**src/rtl/svp_pkg.sv**
```systemverilog
package svp_pkg;
  // index of each oversampled line in the synchronizer bank
  typedef enum int unsigned {
    LN_SCLK = 0,
    LN_SEL  = 1,
    LN_SDI  = 2
  } svp_line_e;

  localparam int SVP_NLINES = 3;
  localparam int SVP_NEDGE  = 2;  // lines that need edge detection: sclk, sel
endpackage

```
**src/rtl/svp_sync.sv**
```systemverilog
module svp_sync #(
  parameter int            N       = 3,
  parameter int            STAGES  = 2,
  parameter logic [N-1:0]  RST_VAL = '0
) (
  input  logic         clk_i,
  input  logic         rst_ni,
  input  logic [N-1:0] async_i,
  output logic [N-1:0] lvl_o
);
  for (genvar g = 0; g < N; g++) begin : g_line
    logic [STAGES-1:0] chain_q;
    always_ff @(posedge clk_i or negedge rst_ni) begin
      if (!rst_ni) chain_q <= {STAGES{RST_VAL[g]}};
      else         chain_q <= {chain_q[STAGES-2:0], async_i[g]};
    end
    assign lvl_o[g] = chain_q[STAGES-1];
  end
endmodule

```
**src/rtl/svp_edge.sv**
```systemverilog
module svp_edge #(
  parameter int           N       = 2,
  parameter logic [N-1:0] RST_VAL = '0
) (
  input  logic         clk_i,
  input  logic         rst_ni,
  input  logic [N-1:0] lvl_i,
  output logic [N-1:0] rise_o,
  output logic [N-1:0] fall_o
);
  logic [N-1:0] prev_q;

  always_ff @(posedge clk_i or negedge rst_ni) begin
    if (!rst_ni) prev_q <= RST_VAL;
    else         prev_q <= lvl_i;
  end

  assign rise_o = lvl_i & ~prev_q;
  assign fall_o = ~lvl_i & prev_q;
endmodule

```
**src/rtl/svp_shift.sv**
```systemverilog
module svp_shift #(
  parameter int WORD_W = 16
) (
  input  logic              clk_i,
  input  logic              rst_ni,
  input  logic              sel_i,       // synchronized select level, 1 = idle
  input  logic              sel_fall_i,
  input  logic              sclk_rise_i,
  input  logic              sclk_fall_i,
  input  logic              sdi_i,
  output logic [WORD_W-1:0] word_o,
  output logic              sdo_o
);
  logic [WORD_W-1:0] sh_q;
  logic              sdo_q;
  logic              shift_en, launch_en;

  assign shift_en  = sclk_rise_i & ~sel_i;
  // preload on select fall so the oldest bit is ready before the first rise
  assign launch_en = sel_fall_i | (sclk_fall_i & ~sel_i);

  always_ff @(posedge clk_i or negedge rst_ni) begin
    if (!rst_ni)       sh_q <= '0;
    else if (shift_en) sh_q <= {sh_q[WORD_W-2:0], sdi_i};
  end

  always_ff @(posedge clk_i or negedge rst_ni) begin
    if (!rst_ni)        sdo_q <= 1'b0;
    else if (launch_en) sdo_q <= sh_q[WORD_W-1];
  end

  assign word_o = sh_q;
  assign sdo_o  = sdo_q;

  p_shift_idle_r2: assert property (@(posedge clk_i) disable iff (!rst_ni)
    (!sclk_rise_i || sel_i) |=> $stable(word_o));

  p_shift_in_r2: assert property (@(posedge clk_i) disable iff (!rst_ni)
    (sclk_rise_i && !sel_i) |=> word_o[0] == $past(sdi_i));

  p_sdo_hold_r5: assert property (@(posedge clk_i) disable iff (!rst_ni)
    !(sel_fall_i || (sclk_fall_i && !sel_i)) |=> $stable(sdo_o));
endmodule

```
**src/rtl/svp_ctrl.sv**
```systemverilog
module svp_ctrl #(
  parameter int LVL_W = 8,
  localparam int WORD_W = 2 * LVL_W
) (
  input  logic              clk_i,
  input  logic              rst_ni,
  input  logic              load_i,
  input  logic [WORD_W-1:0] word_i,
  output logic [LVL_W-1:0]  level_r_o,
  output logic [LVL_W-1:0]  level_l_o,
  output logic              upd_o
);
  logic [LVL_W-1:0] lvl_r_q, lvl_l_q;
  logic             upd_q;

  always_ff @(posedge clk_i or negedge rst_ni) begin
    if (!rst_ni) begin
      lvl_r_q <= '0;
      lvl_l_q <= '0;
      upd_q   <= 1'b0;
    end else begin
      upd_q <= load_i;
      if (load_i) begin
        lvl_r_q <= word_i[WORD_W-1:LVL_W];  // first byte in
        lvl_l_q <= word_i[LVL_W-1:0];
      end
    end
  end

  assign level_r_o = lvl_r_q;
  assign level_l_o = lvl_l_q;
  assign upd_o     = upd_q;

  p_lvl_hold_r4: assert property (@(posedge clk_i) disable iff (!rst_ni)
    !load_i |=> ($stable(level_r_o) && $stable(level_l_o)));

  p_lvl_load_r3: assert property (@(posedge clk_i) disable iff (!rst_ni)
    load_i |=> (level_r_o == $past(word_i[WORD_W-1:LVL_W]) &&
                level_l_o == $past(word_i[LVL_W-1:0])));

  p_upd_single_r8: assert property (@(posedge clk_i) disable iff (!rst_ni)
    upd_o |=> !upd_o);
endmodule

```
**src/rtl/svp_level_port.sv**
```systemverilog
module svp_level_port
  import svp_pkg::*;
#(
  parameter int LVL_W       = 8,
  parameter int SYNC_STAGES = 2
) (
  input  logic             clk_i,
  input  logic             rst_ni,
  input  logic             sel_ni,
  input  logic             sclk_i,
  input  logic             sdi_i,
  output logic             sdo_o,
  output logic             sdo_oe_o,
  output logic [LVL_W-1:0] level_r_o,
  output logic [LVL_W-1:0] level_l_o,
  output logic             upd_o
);
  localparam int WORD_W = 2 * LVL_W;
  localparam logic [SVP_NLINES-1:0] SYNC_RST = SVP_NLINES'(1) << LN_SEL;
  localparam logic [SVP_NEDGE-1:0]  EDGE_RST = SVP_NEDGE'(2);  // sel idles high

  logic [SVP_NLINES-1:0] raw, lvl;
  logic [SVP_NEDGE-1:0]  edge_lvl, rise, fall;
  logic [WORD_W-1:0]     word;
  logic                  sdo_q, oe;

  assign raw[LN_SCLK] = sclk_i;
  assign raw[LN_SEL]  = sel_ni;
  assign raw[LN_SDI]  = sdi_i;

  // data goes through the same depth as the clock so capture stays aligned
  svp_sync #(.N(SVP_NLINES), .STAGES(SYNC_STAGES), .RST_VAL(SYNC_RST)) u_sync (
    .clk_i  (clk_i),
    .rst_ni (rst_ni),
    .async_i(raw),
    .lvl_o  (lvl)
  );

  assign edge_lvl = {lvl[LN_SEL], lvl[LN_SCLK]};

  svp_edge #(.N(SVP_NEDGE), .RST_VAL(EDGE_RST)) u_edge (
    .clk_i (clk_i),
    .rst_ni(rst_ni),
    .lvl_i (edge_lvl),
    .rise_o(rise),
    .fall_o(fall)
  );

  svp_shift #(.WORD_W(WORD_W)) u_shift (
    .clk_i      (clk_i),
    .rst_ni     (rst_ni),
    .sel_i      (lvl[LN_SEL]),
    .sel_fall_i (fall[1]),
    .sclk_rise_i(rise[0]),
    .sclk_fall_i(fall[0]),
    .sdi_i      (lvl[LN_SDI]),
    .word_o     (word),
    .sdo_o      (sdo_q)
  );

  svp_ctrl #(.LVL_W(LVL_W)) u_ctrl (
    .clk_i    (clk_i),
    .rst_ni   (rst_ni),
    .load_i   (rise[1]),
    .word_i   (word),
    .level_r_o(level_r_o),
    .level_l_o(level_l_o),
    .upd_o    (upd_o)
  );

  assign oe       = ~lvl[LN_SEL];
  assign sdo_oe_o = oe;
  assign sdo_o    = oe & sdo_q;

  p_sdo_quiet_r6: assert property (@(posedge clk_i) disable iff (!rst_ni)
    !sdo_oe_o |-> !sdo_o);

  p_upd_idle_r8: assert property (@(posedge clk_i) disable iff (!rst_ni)
    upd_o |-> !sdo_oe_o);
endmodule

```
**config.mk**
```make
export PLATFORM = sky130hd
export DESIGN_NAME = svp_level_port
export DESIGN_NICKNAME = d
export VERILOG_FILES = /design/src/rtl/svp_pkg.sv /design/src/rtl/svp_sync.sv /design/src/rtl/svp_edge.sv /design/src/rtl/svp_shift.sv /design/src/rtl/svp_ctrl.sv /design/src/rtl/svp_level_port.sv
export SDC_FILE = /design/constraint.sdc
export NUM_CORES = 1
export LEC_CHECK = 0
export ABC_AREA = 0
export BUFFER_PORTS_ARGS = -buffer_cell sky130_fd_sc_hd__buf_4
export CAP_MARGIN = 10
export CORE_UTILIZATION = 45
export DETAILED_ROUTE_END_ITERATION = 7
export GPL_TIMING_DRIVEN = 0
export MAX_ROUTING_LAYER = met4
export PLACE_DENSITY_LB_ADDON = 0.3
export REMOVE_ABC_BUFFERS = 1
export SLEW_MARGIN = 20
export SYNTH_ARGS = -nofsm -noshare
export SYNTH_HDL_FRONTEND = slang
export SYNTH_SLANG_ARGS = --single-unit
export TNS_END_PERCENT = 5
```
**constraint.sdc**
```tcl
create_clock -name clk_i -period 1.7 [get_ports clk_i]
set_clock_uncertainty 0.05 [all_clocks]
set_input_delay 0.425 -clock clk_i [delete_from_list [all_inputs] [get_ports clk_i]]
set_output_delay 0.425 -clock clk_i [all_outputs]
set_load 0.005 [all_outputs]
```
==> results.toml <==
[synth]
synthCells = 85
synth-seq-area-share = 0.699
synth_area_leader_cell = "dfrtp_1"
syn-cell-area_um2 = 1510
synth_top_area_frac = 0.647
yosysMostFrequentCell = "dfrtp_1"
yosysUniqueCellTypes = 11
ys_warn_count = 0
ys_ff_latch = 42
ys.flop_type = "dfrtp_1"
async_reset_ff_frac = 1.00
synth-edff-count = 0
synth.avg_cell_area_um2 = 17.8
netlist_top_cells_count = "dfrtp_1 (39), mux2_2 (33), dfstp_2 (3)"
synthTopCellsByArea = "dfrtp_1 (65%), mux2_2 (25%), dfstp_2 (5.2%)"

[finish]
antenna_cells = 0
final_util = 0.570
drive_above_1_share = 0.605
fin_nets = 118
instances_no_fill = 158
area_growth_pct = 18.2
fillers = 266

[global_route]
grt_pass1_vias = 731
grt_max_degree = 43
antenna_found_initial = 0
grt_pass1_wl_um = 3450
grt_use_total = 0.144
grt-ovfl-total = 0

[sta]
fin_ws_ns = -0.0690
slew_headroom = 0.479
setup_violations = 1
fin_crit_ns = 1.77
tightest_slew_ns = 0.780
finalHoldViolCount = 0
period_share = 1.04
fin_tns_setup_ns = -0.0690
rsz0062_at_grt = "true"
fmaxAchievable_mhz = 565
finalMaxSlewViolations = 0
timing.hold.ws_ns = 0.124

[die]
dieArea_um2 = 3590
start_util = 0.482
rows = 20
die_h_um = 59.9
coreArea_um2 = 3130
die_w_um = 59.9
ios = 24

[clock_tree]
path_clk_slew_ns = 0.11
clock_latency_ns = 0.35
root_buffer = "clkbuf_4"
cts_tree = "done"
postCtsSetupBuffers = 0
cts_buffers = 5
cts_buffer_depth = 2
clock_sinks = 42
cts_max_level = 2

[critical_path]
startpoint = "u_sync.g_line[1].chain_q[1]"
reg2reg_depth = 2
arrival_ns = 1.29
cp_data_required_time_ns = 1.22
critical_path_class = "reg -> out"
crit_path_end = "sdo_o"
r2r-end = "u_shift.word_o[4]"
reg2reg_slack_ns = 0.04
cp-start-kind = "register"
cp_max_fo = 5
worstReg2RegStart = "u_sync.g_line[1].chain_q[1]"
end_kind = "primary output"

[detailed_routing]
drc_errors = 0
vias_per_cell = 4.77
antenna_left = 0
drt_iter0_drc = 5
first_pass_iters = 2
vias = 754
wl_um = 2030
wire_per_inst_um = 12.9

[run]
cap_violations = 0

[placement]
gp_congestion = 0.671
hpwl_um = 1280
dp.cells = 149
numPortBuffers = 23
dp_slack_ns = -0.0602

[pwr]
leakagePower_nw = 0.895
p_per_area_nw_per_um2 = 1230
max-vdd-ir-drop_mv = 0.658

[status]
violations = "setup timing"
status = "finished with violations"

[worst_hold_path]
hp-class = "in -> reg"
hold_path_depth = 1
critical path: stages (launching register included):
cell and delay [ns]:
dfstp_2 0.60, and2b_2 0.24, buf_6 0.11
cells in the final DEF, fill, tap and decap left out:
master / count
dfstp_2: 3
dfrtp_1: 39
inv_1: 2
clkbuf_4: 5
buf_4: 22
o21ai_0: 1
clkbuf_8: 1
and2b_2: 1
clkbuf_1: 1
nor3b_4: 1
clkinv_2: 1
dlygate4sd3_1: 1
nand2b_2: 1
nor2b_1: 1
mux2_2: 33
buf_6: 1
how the worst min path moves through the flow:
stage                                       end  slack, ns                         from
floorplan                   u_ctrl.level_l_o[0]       0.08                       rst_ni
detailed placement  u_sync.g_line[0].chain_q[1]       0.29  u_sync.g_line[0].chain_q[0]
global route        u_sync.g_line[2].chain_q[0]        0.1                        sdi_i
CTS                 u_sync.g_line[1].chain_q[0]       0.11                       sel_ni
global placement    u_sync.g_line[0].chain_q[1]       0.28  u_sync.g_line[0].chain_q[0]
finish              u_sync.g_line[1].chain_q[0]       0.12                       sel_ni
layout make-up:
class                   instances  area, um2  area share
well taps                      44       55.1      0.0309
repair buffers                 24        186       0.105
flip-flops and latches         42       1050       0.592
multi-input cells              38        419       0.235
inverters                       2       7.51     0.00421
clock inverters                 1       5.00     0.00281
clock buffers                   7       55.1      0.0309
report_power, final:
group | internal, mW | switching, mW
logic | 0.263 | 0.121
clock network | 0.201 | 0.298
registers | 1.19 | 0.114
total | 1.66 | 0.532
sequential cells by signal (all words and copies together), names as in the netlist:
register,flops
u_ctrl.upd_o,1
u_ctrl.level_l_o,8
u_edge.prev_q,2
u_sync.g_line.chain_q,6
u_ctrl.level_r_o,8
u_shift.sdo_o,1
u_shift.word_o,16
logic make-up after synthesis:
group                  synth area share
AOI/OAI and AO/OA               0.00331
buffers and inverters            0.0249
DFF                               0.699
and+or+nand+nor                  0.0265
muxes                             0.246
layer usage:
layer  track usage  part of all wire  vias to the layer above
li1              -                 -                      344
met1         0.167              0.46                      384
met2         0.200              0.46                       20
met3        0.0671             0.063                        6
met4        0.0897             0.022                        0
met5             -                 0                        -
repair_timing:
item | in CTS | in global routing
gates cloned | 0 | 0
endpoints found under the setup margin | 17 | 33
hold buffers | 1 | 0
hold endpoints to repair | 28 | 0
gates resized for setup | 1 | 1
pin swaps | 0 | 0
through the flow:
stage          instance area, um2  power (mW)
2_1_floorplan                1480        1.49
3_3_place_gp                 1710        1.69
6_report                     1780        2.19
5_1_grt                      1780        2.32
3_5_place_dp                 1710        1.72
4_1_cts                      1780        2.22
Note: power is estimated with default switching activity, not from simulation.
